[src/rtl/slot_arb_pkg.sv]
package slot_arb_pkg;
  typedef enum logic [1:0] {
    OWN_VID = 2'd0,
    OWN_CPU = 2'd1,
    OWN_AUD = 2'd2,
    OWN_BLT = 2'd3
  } owner_e;

  localparam int unsigned N_CLIENT = 4;
  localparam int unsigned SLOT_W   = 2;
endpackage

[src/rtl/slot_phase_gen.sv]
module slot_phase_gen
  import slot_arb_pkg::*;
(
  input  logic              clk,
  input  logic              rst_n,
  output logic              run_n,
  output logic [SLOT_W-1:0] phase
);
  logic              sync_a_q;
  logic              sync_b_q;
  logic [SLOT_W-1:0] phase_d;
  logic [SLOT_W-1:0] phase_q;

  always_ff @(posedge clk or negedge rst_n) begin
    if (!rst_n) begin
      sync_a_q <= 1'b0;
      sync_b_q <= 1'b0;
    end else begin
      sync_a_q <= 1'b1;
      sync_b_q <= sync_a_q;
    end
  end

  assign run_n = sync_b_q;

  always_comb begin
    phase_d = phase_q;
    if (run_n) phase_d = phase_q + SLOT_W'(1);
  end

  always_ff @(posedge clk or negedge rst_n) begin
    if (!rst_n) phase_q <= '0;
    else        phase_q <= phase_d;
  end

  assign phase = phase_q;
endmodule

[src/rtl/slot_owner_map.sv]
module slot_owner_map
  import slot_arb_pkg::*;
(
  input  logic                run,
  input  logic [SLOT_W-1:0]   phase,
  input  logic                audio_off,
  input  logic                blit_off,
  input  logic [N_CLIENT-1:0] req_vec,
  output owner_e              owner,
  output logic                granted
);
  always_comb begin
    unique case (phase)
      2'd0:    owner = OWN_VID;
      2'd1:    owner = OWN_CPU;
      2'd2:    owner = audio_off ? OWN_VID : OWN_AUD;
      default: owner = blit_off  ? OWN_CPU : OWN_BLT;
    endcase
    granted = run & req_vec[owner];
  end
endmodule

[src/rtl/slot_port_mux.sv]
module slot_port_mux
  import slot_arb_pkg::*;
#(
  parameter int unsigned ADDR_W = 10,
  parameter int unsigned DATA_W = 8
) (
  input  owner_e              owner,
  input  logic                granted,
  input  logic [ADDR_W-1:0]   addr_arr  [N_CLIENT],
  input  logic [DATA_W-1:0]   wdata_arr [N_CLIENT],
  input  logic [N_CLIENT-1:0] we_vec,
  output logic [N_CLIENT-1:0] grant_vec,
  output logic                mem_en,
  output logic                mem_wr,
  output logic [ADDR_W-1:0]   mem_addr,
  output logic [DATA_W-1:0]   mem_wdata
);
  for (genvar g = 0; g < N_CLIENT; g++) begin : g_grant
    assign grant_vec[g] = granted && (owner == owner_e'(g));
  end

  always_comb begin
    mem_en    = granted;
    mem_wr    = granted & we_vec[owner];
    mem_addr  = granted ? addr_arr[owner] : '0;
    mem_wdata = mem_wr ? wdata_arr[owner] : '0;
  end
endmodule

[src/rtl/slot_read_return.sv]
module slot_read_return
  import slot_arb_pkg::*;
#(
  parameter int unsigned DATA_W = 8
) (
  input  logic                clk,
  input  logic                run_n,
  input  logic                rd_issue,
  input  owner_e              owner,
  input  logic [DATA_W-1:0]   mem_rdata,
  output logic [N_CLIENT-1:0] rvalid_vec,
  output logic [DATA_W-1:0]   rdata
);
  logic              rd_d, rd_q;
  owner_e            own_d, own_q;
  logic [DATA_W-1:0] data_d, data_q;

  always_comb begin
    rd_d   = rd_issue;
    own_d  = owner;
    data_d = data_q;
    if (rd_issue) data_d = mem_rdata;
  end

  always_ff @(posedge clk or negedge run_n) begin
    if (!run_n) begin
      rd_q   <= 1'b0;
      own_q  <= OWN_VID;
      data_q <= '0;
    end else begin
      rd_q   <= rd_d;
      own_q  <= own_d;
      data_q <= data_d;
    end
  end

  for (genvar g = 0; g < N_CLIENT; g++) begin : g_valid
    assign rvalid_vec[g] = rd_q && (own_q == owner_e'(g));
  end
  assign rdata = data_q;
endmodule

[src/rtl/sram_slot_arbiter.sv]
module sram_slot_arbiter
  import slot_arb_pkg::*;
#(
  parameter int unsigned ADDR_W = 10,
  parameter int unsigned DATA_W = 8
) (
  input  logic              clk,
  input  logic              rst_n,
  input  logic              cfg_audio_off,
  input  logic              cfg_blit_off,
  input  logic              vid_req,
  input  logic [ADDR_W-1:0] vid_addr,
  output logic              vid_grant,
  output logic              vid_rvalid,
  output logic [DATA_W-1:0] vid_rdata,
  input  logic              cpu_req,
  input  logic              cpu_we,
  input  logic [ADDR_W-1:0] cpu_addr,
  input  logic [DATA_W-1:0] cpu_wdata,
  output logic              cpu_grant,
  output logic              cpu_rvalid,
  output logic [DATA_W-1:0] cpu_rdata,
  input  logic              aud_req,
  input  logic [ADDR_W-1:0] aud_addr,
  output logic              aud_grant,
  output logic              aud_rvalid,
  output logic [DATA_W-1:0] aud_rdata,
  input  logic              blt_req,
  input  logic              blt_we,
  input  logic [ADDR_W-1:0] blt_addr,
  input  logic [DATA_W-1:0] blt_wdata,
  output logic              blt_grant,
  output logic              blt_rvalid,
  output logic [DATA_W-1:0] blt_rdata,
  output logic              sram_en,
  output logic              sram_wr,
  output logic [ADDR_W-1:0] sram_addr,
  output logic [DATA_W-1:0] sram_wdata,
  input  logic [DATA_W-1:0] sram_rdata,
  output logic [1:0]        cur_slot
);
  logic                run_n;
  logic [SLOT_W-1:0]   phase;
  owner_e              owner;
  logic                granted;
  logic [N_CLIENT-1:0] req_vec;
  logic [N_CLIENT-1:0] we_vec;
  logic [N_CLIENT-1:0] grant_vec;
  logic [N_CLIENT-1:0] rvalid_vec;
  logic [ADDR_W-1:0]   addr_arr  [N_CLIENT];
  logic [DATA_W-1:0]   wdata_arr [N_CLIENT];
  logic [DATA_W-1:0]   ret_data;

  assign req_vec = {blt_req, aud_req, cpu_req, vid_req};
  assign we_vec  = {blt_we, 1'b0, cpu_we, 1'b0};

  assign addr_arr[OWN_VID]  = vid_addr;
  assign addr_arr[OWN_CPU]  = cpu_addr;
  assign addr_arr[OWN_AUD]  = aud_addr;
  assign addr_arr[OWN_BLT]  = blt_addr;
  assign wdata_arr[OWN_VID] = '0;
  assign wdata_arr[OWN_CPU] = cpu_wdata;
  assign wdata_arr[OWN_AUD] = '0;
  assign wdata_arr[OWN_BLT] = blt_wdata;

  slot_phase_gen u_phase (
    .clk   (clk),
    .rst_n (rst_n),
    .run_n (run_n),
    .phase (phase)
  );

  slot_owner_map u_map (
    .run       (run_n),
    .phase     (phase),
    .audio_off (cfg_audio_off),
    .blit_off  (cfg_blit_off),
    .req_vec   (req_vec),
    .owner     (owner),
    .granted   (granted)
  );

  slot_port_mux #(.ADDR_W(ADDR_W), .DATA_W(DATA_W)) u_mux (
    .owner     (owner),
    .granted   (granted),
    .addr_arr  (addr_arr),
    .wdata_arr (wdata_arr),
    .we_vec    (we_vec),
    .grant_vec (grant_vec),
    .mem_en    (sram_en),
    .mem_wr    (sram_wr),
    .mem_addr  (sram_addr),
    .mem_wdata (sram_wdata)
  );

  slot_read_return #(.DATA_W(DATA_W)) u_ret (
    .clk        (clk),
    .run_n      (run_n),
    .rd_issue   (sram_en & ~sram_wr),
    .owner      (owner),
    .mem_rdata  (sram_rdata),
    .rvalid_vec (rvalid_vec),
    .rdata      (ret_data)
  );

  assign vid_grant  = grant_vec[OWN_VID];
  assign cpu_grant  = grant_vec[OWN_CPU];
  assign aud_grant  = grant_vec[OWN_AUD];
  assign blt_grant  = grant_vec[OWN_BLT];
  assign vid_rvalid = rvalid_vec[OWN_VID];
  assign cpu_rvalid = rvalid_vec[OWN_CPU];
  assign aud_rvalid = rvalid_vec[OWN_AUD];
  assign blt_rvalid = rvalid_vec[OWN_BLT];
  assign vid_rdata  = ret_data;
  assign cpu_rdata  = ret_data;
  assign aud_rdata  = ret_data;
  assign blt_rdata  = ret_data;
  assign cur_slot   = phase;
endmodule

[config.mk]
export PLATFORM = sky130hd
export DESIGN_NAME = sram_slot_arbiter
export DESIGN_NICKNAME = d
export VERILOG_FILES = /design/src/rtl/slot_arb_pkg.sv /design/src/rtl/slot_phase_gen.sv /design/src/rtl/slot_owner_map.sv /design/src/rtl/slot_port_mux.sv /design/src/rtl/slot_read_return.sv /design/src/rtl/sram_slot_arbiter.sv
export SDC_FILE = /design/constraint.sdc
export NUM_CORES = 1
export LEC_CHECK = 0
export ABC_CLOCK_PERIOD_IN_PS = 4600
export CORE_MARGIN = 10
export CORE_UTILIZATION = 36
export CTS_BUF_LIST = sky130_fd_sc_hd__clkbuf_4
export DETAILED_ROUTE_END_ITERATION = 10
export HOLD_SLACK_MARGIN = 0.03
export PLACE_DENSITY_LB_ADDON = 0.15
export SLEW_MARGIN = 20
export SYNTH_ARGS = -nofsm -noshare
export SYNTH_HDL_FRONTEND = slang
export SYNTH_SLANG_ARGS = --single-unit
[constraint.sdc]
create_clock -name clk -period 4.6 [get_ports clk]
set_clock_uncertainty 0.2 [all_clocks]
set_input_delay 0.92 -clock clk [delete_from_list [all_inputs] [get_ports clk]]
set_output_delay 0.92 -clock clk [all_outputs]
set_load 0.1 [all_outputs]
**Word-level counts from Yosys, hierarchy flattened**

Cells that the tools add are included.

- Add/subtract/negate cells: 1
- Reductions and logical operators: 11
- Bitwise gates (word level): 5
- Magnitude comparators: 2
- Mux-type cells: 15
- Equality and inequality tests: 8

Operator list:

| kind | number |
|---|---|
| $mux W10 | 3 |
| $mux W8 | 3 |
| $bmux W10 S2 | 1 |
| $bmux W8 S2 | 1 |
| $eq A2 B2 Y1 const B | 5 |
| $logic_and A1 B1 Y1 | 8 |
| $eq A2 B1 Y1 const B | 3 |
| $logic_not A2 Y1 | 3 |
| $pmux W2 S3 | 1 |
| $bmux W1 S2 | 2 |
| $mux W2 | 2 |
| $and A1 B1 Y1 | 3 |
| $ge A3 B3 Y1 const B | 1 |
| $lt A2 B3 Y1 const B | 1 |
| $not A2 Y3 | 1 |
| $add A2 B1 Y2 const B | 1 |
| $mux W1 | 2 |
| $not A1 Y1 | 1 |

- Word-level logic and storage cells: 48
- Register bits: 15
- Output and inout port bits: 62

**Logic depth before layout (Yosys ltp)**

- Depth in word-level cells: 8
- Mapped depth: 11
- Depth with buffers taken out: 7

**Modules after synthesis**

A second synthesis with hierarchy kept.

- Cell total of the unflattened synthesis: 119
- Area, all modules: 1448.9 µm²

By module, submodules not included:

| module | instances | cells each | area each (µm²) |
|---|---|---|---|
| slot_port_mux | 1 | 54 | 629.4 |
| slot_read_return | 1 | 24 | 437.9 |
| sram_slot_arbiter | 1 | 26 | 197.7 |
| slot_phase_gen | 1 | 8 | 125.1 |
| slot_owner_map | 1 | 7 | 58.8 |

**Worst setup path before layout**

No wires, ideal clock.

- Path kind: register to output
- Start point: register u_phase.phase_q[0], in the netlist u_phase.phase[0]
- End point: output port aud_grant
- Stages on the path, launching flop included: 9
- Arrival time: 5558 ps
- Required time: 3480 ps
- Setup slack: -2078 ps
- Cell sequence: dfrtp_1 -> buf_2 -> buf_2 -> inv_1 -> ha_1 -> nor3b_2 -> nor3_1 -> o21ai_1 -> nor4b_1

- Word-level cells in the longest chain between the ends: 6

RTL lines:

| what | RTL line | source |
|---|---|---|
| start: declaration | slot_phase_gen.sv:12 | `logic [SLOT_W-1:0] phase_q;` |
| start signal: assignment | slot_phase_gen.sv:33 | `else phase_q <= phase_d;` |
| $eq A2 B2 Y1 (tied with other cells) | slot_owner_map.sv:13 | `unique case (phase)` |
| $pmux W2 S3 (*) | slot_owner_map.sv:13 |  |
| $bmux W1 S2 | slot_owner_map.sv:19 | `granted = run & req_vec[owner];` |
| $mux W1 (not written as such) | slot_owner_map.sv:19 |  |
| $and A1 B1 Y1 | slot_owner_map.sv:19 |  |
| $logic_and A1 B1 Y1 (*) | slot_port_mux.sv:19 | `assign grant_vec[g] = granted && (owner == owner_e'(g));` |
| end: declaration | sram_slot_arbiter.sv:25 | `output logic aud_grant,` |

Mark *: on every way between the ends. The rest lies on a longest branch, timed or not. The select of a mux whose other input is x is not followed.

**Worst setup path after layout**

- Start point: input port cfg_audio_off
- End point: output port blt_grant

- Word-level cells in the longest chain between the ends: 6

RTL lines:

| what | RTL line | source |
|---|---|---|
| start: declaration | sram_slot_arbiter.sv:9 | `input logic cfg_audio_off,` |
| $mux W2 (*) | slot_owner_map.sv:16 | `2'd2: owner = audio_off ? OWN_VID : OWN_AUD;` |
| $pmux W2 S3 (*) | slot_owner_map.sv:13 |  |
| $bmux W1 S2 | slot_owner_map.sv:19 |  |
| $mux W1 (not written as such) | slot_owner_map.sv:19 |  |
| $and A1 B1 Y1 | slot_owner_map.sv:19 |  |
| $logic_and A1 B1 Y1 (*) | slot_port_mux.sv:19 |  |
| end: declaration | sram_slot_arbiter.sv:32 | `output logic blt_grant,` |

Marks and branches as above.

==> summary.txt <==
Run status
  • Status: finished clean

Detailed routing
  • Routed wire length: 6.71 mm
  • Post-DRT Antenna Nets: 0
  • Vias per cell: 5.28
  • DRC: 0
  • WL/cell: 19.7 um
  • Vias post-DR: 1794
  • First-iteration detailed-routing DRC count: 110
  • Initial DRT Pass Iterations: 4

Cells and area
  • Layout cells sized above 1: 22.2%
  • Commonest non-fill, non-tap cell in the layout: clkdlybuf4s50_1
  • Final net count: 366
  • Layout area overhead: 91.9%
  • Most frequent cells in the layout: 111 x clkdlybuf4s50_1, 24 x buf_12, 18 x nand2_1
  • # diodes: 0
  • Filler instances: 326
  • Non-filler cells, final: 340

CTS
  • CTS root buf: clkbuf_4
  • CTS H-tree depth: 1
  • Clock sink count: 15
  • Cts bufs inserted: 3
  • Setup bufs post-CTS: 0
  • Clock slew at reported path FFs: 0.10 ns
  • CTS tree: yes
  • Clk_lat worst skew: 0.29 ns
  • Cts hold-fix bufs: 0
  • CTS resizes: 0
  • CTS max path bufs: 2

Synthesis
  • Ys flop type: dfrtp_1
  • Syn_area_per_cell: 9.06 um^2
  • Yosys warnings: 0
  • Synth Cell Area: 1640 um^2
  • Main combinational cell family by area after synthesis: simple AND/OR/NAND/NOR gates
  • Syn Nets: 258
  • Synth area leader: dfrtp_1
  • Compound-gate portion of the synthesized area: 17.1%
  • EDFF count, synth: 0
  • Largest cells by area after synthesis: dfrtp_1 23%, mux4_2 14%, buf_4 12%, o2111ai_1 4.3%, nand2_1 4.1%
  • Yosys top cell area share: 22.9%
  • Synth Instances: 181
  • Synth Area in Simple Gates: 24.6%
  • Post-Synth XOR/XNOR Area: 0.534%
  • FFs w/ async S/R, synth: 100%
  • Post-Synth Adder-Cell Area: 2.29%
  • Sequential fraction of the synthesis area: 22.9%
  • Post-synthesis mux area share: 16.3%
  • Distinct cell type count after synthesis: 43
  • Yosys reg bits: 15

Setup path
  • Startpoint types: input pin
  • Worst reg2reg path depth: 6
  • Crit-path max FO: 12
  • Worst EP arrival: 3.22 ns
  • Critical path type: input pin to output port
  • RR Endpoint: u_ret.rdata[1]$_DFFE_PN0P_
  • Reg2Reg Setup Slack: 1.97 ns
  • Crit end category: output port
  • Worst path required time: 3.48 ns
  • Worst r2r src: u_phase.phase[0]$_DFFE_PN0P_

STA
  • Hold Vio Cnt, Final: 0
  • Fmax: 230 MHz
  • Final worst-path cycle share: 94.3%
  • Final Slew Violations: 0
  • Setup TNS: 0 ns
  • Max_slew headroom: 32.9%
  • Worst hold slack: 0.154 ns
  • Worst slew pin tran: 1.00 ns
  • Unrepaired setup endpoints after global routing: no
  • Fin crit period: 4.34 ns
  • Count of final setup violators: 0

Floorplanning
  • Die ar.: 7660 um^2
  • IO Count: 136
  • Rows: 24
  • Die X: 87.5 um
  • Core area: 4380 um^2
  • Height of the die: 87.5 um
  • Initial Util: 37.4%

Flow run
  • Max cap viols: 0

Placed design
  • GPL Wtd Cong: 0.829
  • IO buf count: 135
  • Placed Cells: 336
  • DP Wirelength: 5.86 mm

Global routing
  • Vias in the first global route: 1945
  • First-pass GRT wire length: 10.3 mm
  • Total Routing Usage GR: 16.9%
  • GRT Residual Overflow: 0
  • Initial antenna violation count: 0
  • Largest net degree at the start of global routing: 40

Hold path
  • HP Class: flop to async pin
cell usage after synthesis, types with 5 or more instances:
| cell type | n |
|---|---|
| nand2_1 | 18 |
| o311ai_1 | 7 |
| a31oi_1 | 8 |
| o2111ai_1 | 8 |
| nor2b_1 | 9 |
| buf_4 | 26 |
| dfrtp_1 | 15 |
| a21oi_1 | 9 |
| and2_1 | 10 |
| mux4_2 | 10 |
| nand3_1 | 9 |
| clkbuf_1 | 5 |
per-layer routing:
layer | part of all wire (%) | vias up | routed length, um | track usage [%]
met5 | 0 | - | 0 | 0
met4 | 0.88 | 0 | 59 | 2.90
met3 | 8.3 | 6 | 558 | 6.65
met2 | 57 | 71 | 3820 | 32.3
met1 | 34 | 851 | 2280 | 16.9
li1 | - | 866 | - | -
final cells by class:
cell class | count | area [um^2] | area share, %
sequential | 15 | 377 | 12.0
clock inverter | 1 | 5.00 | 0.159
clock buffer | 3 | 22.5 | 0.715
multi-input combinational | 125 | 1040 | 33.0
tap | 52 | 65.1 | 2.07
timing repair buffer | 139 | 1620 | 51.5
inverter | 5 | 18.8 | 0.596
stage by stage:
stage          cell area [um^2]  util (%)  worst slack [ns]
2_1_floorplan              1680         -            -0.266
3_3_place_gp               3120      71.2             0.308
3_5_place_dp               3120      71.2             0.275
4_1_cts                    3150      71.8             0.261
5_1_grt                    3150      71.8            0.0237
6_report                   3150      71.8             0.261
state kept, by name, indices dropped and copies added (netlist names):
name / flops
u_phase.phase: 2
u_phase.run_n: 1
u_phase.sync_a_q: 1
u_ret.own_q: 2
u_ret.rd_q: 1
u_ret.rdata: 8
how the worst max path moves through the flow:
| stage | slack, ns | end | start |
|---|---|---|---|
| 2_1_floorplan | -0.27 | sram_wdata[0] | u_phase.phase[0]$_DFFE_PN0P_ |
| 3_3_place_gp | 0.31 | sram_wdata[1] | cfg_audio_off |
| 3_5_place_dp | 0.28 | blt_grant | cfg_audio_off |
| 4_1_cts | 0.26 | blt_grant | cfg_audio_off |
| 5_1_grt | 0.02 | blt_grant | cfg_audio_off |
| 6_report | 0.26 | blt_grant | cfg_audio_off |
kinds of logic (layout without fill, tap and decap cells):
logic type | after synthesis | count (layout)
buf+inv | 41 | 148
compound gates | 38 | 38
simple gates | 68 | 68
mux | 14 | 14
flops | 15 | 15
other cells | 1 | 1
xor+xnor | 1 | 1
fa+ha+maj | 3 | 3
critical path, stage by stage:
cell and delay (ns):
clkdlybuf4s50_1 0.46, or3b_1 0.43, a21boi_1 0.46, o21ai_1 0.30, inv_2 0.23, and3_1 0.23
buf_12 0.18
Power is not shown: default switching activity piles up to over one toggle a cycle in this logic, so the estimate is an artifact.
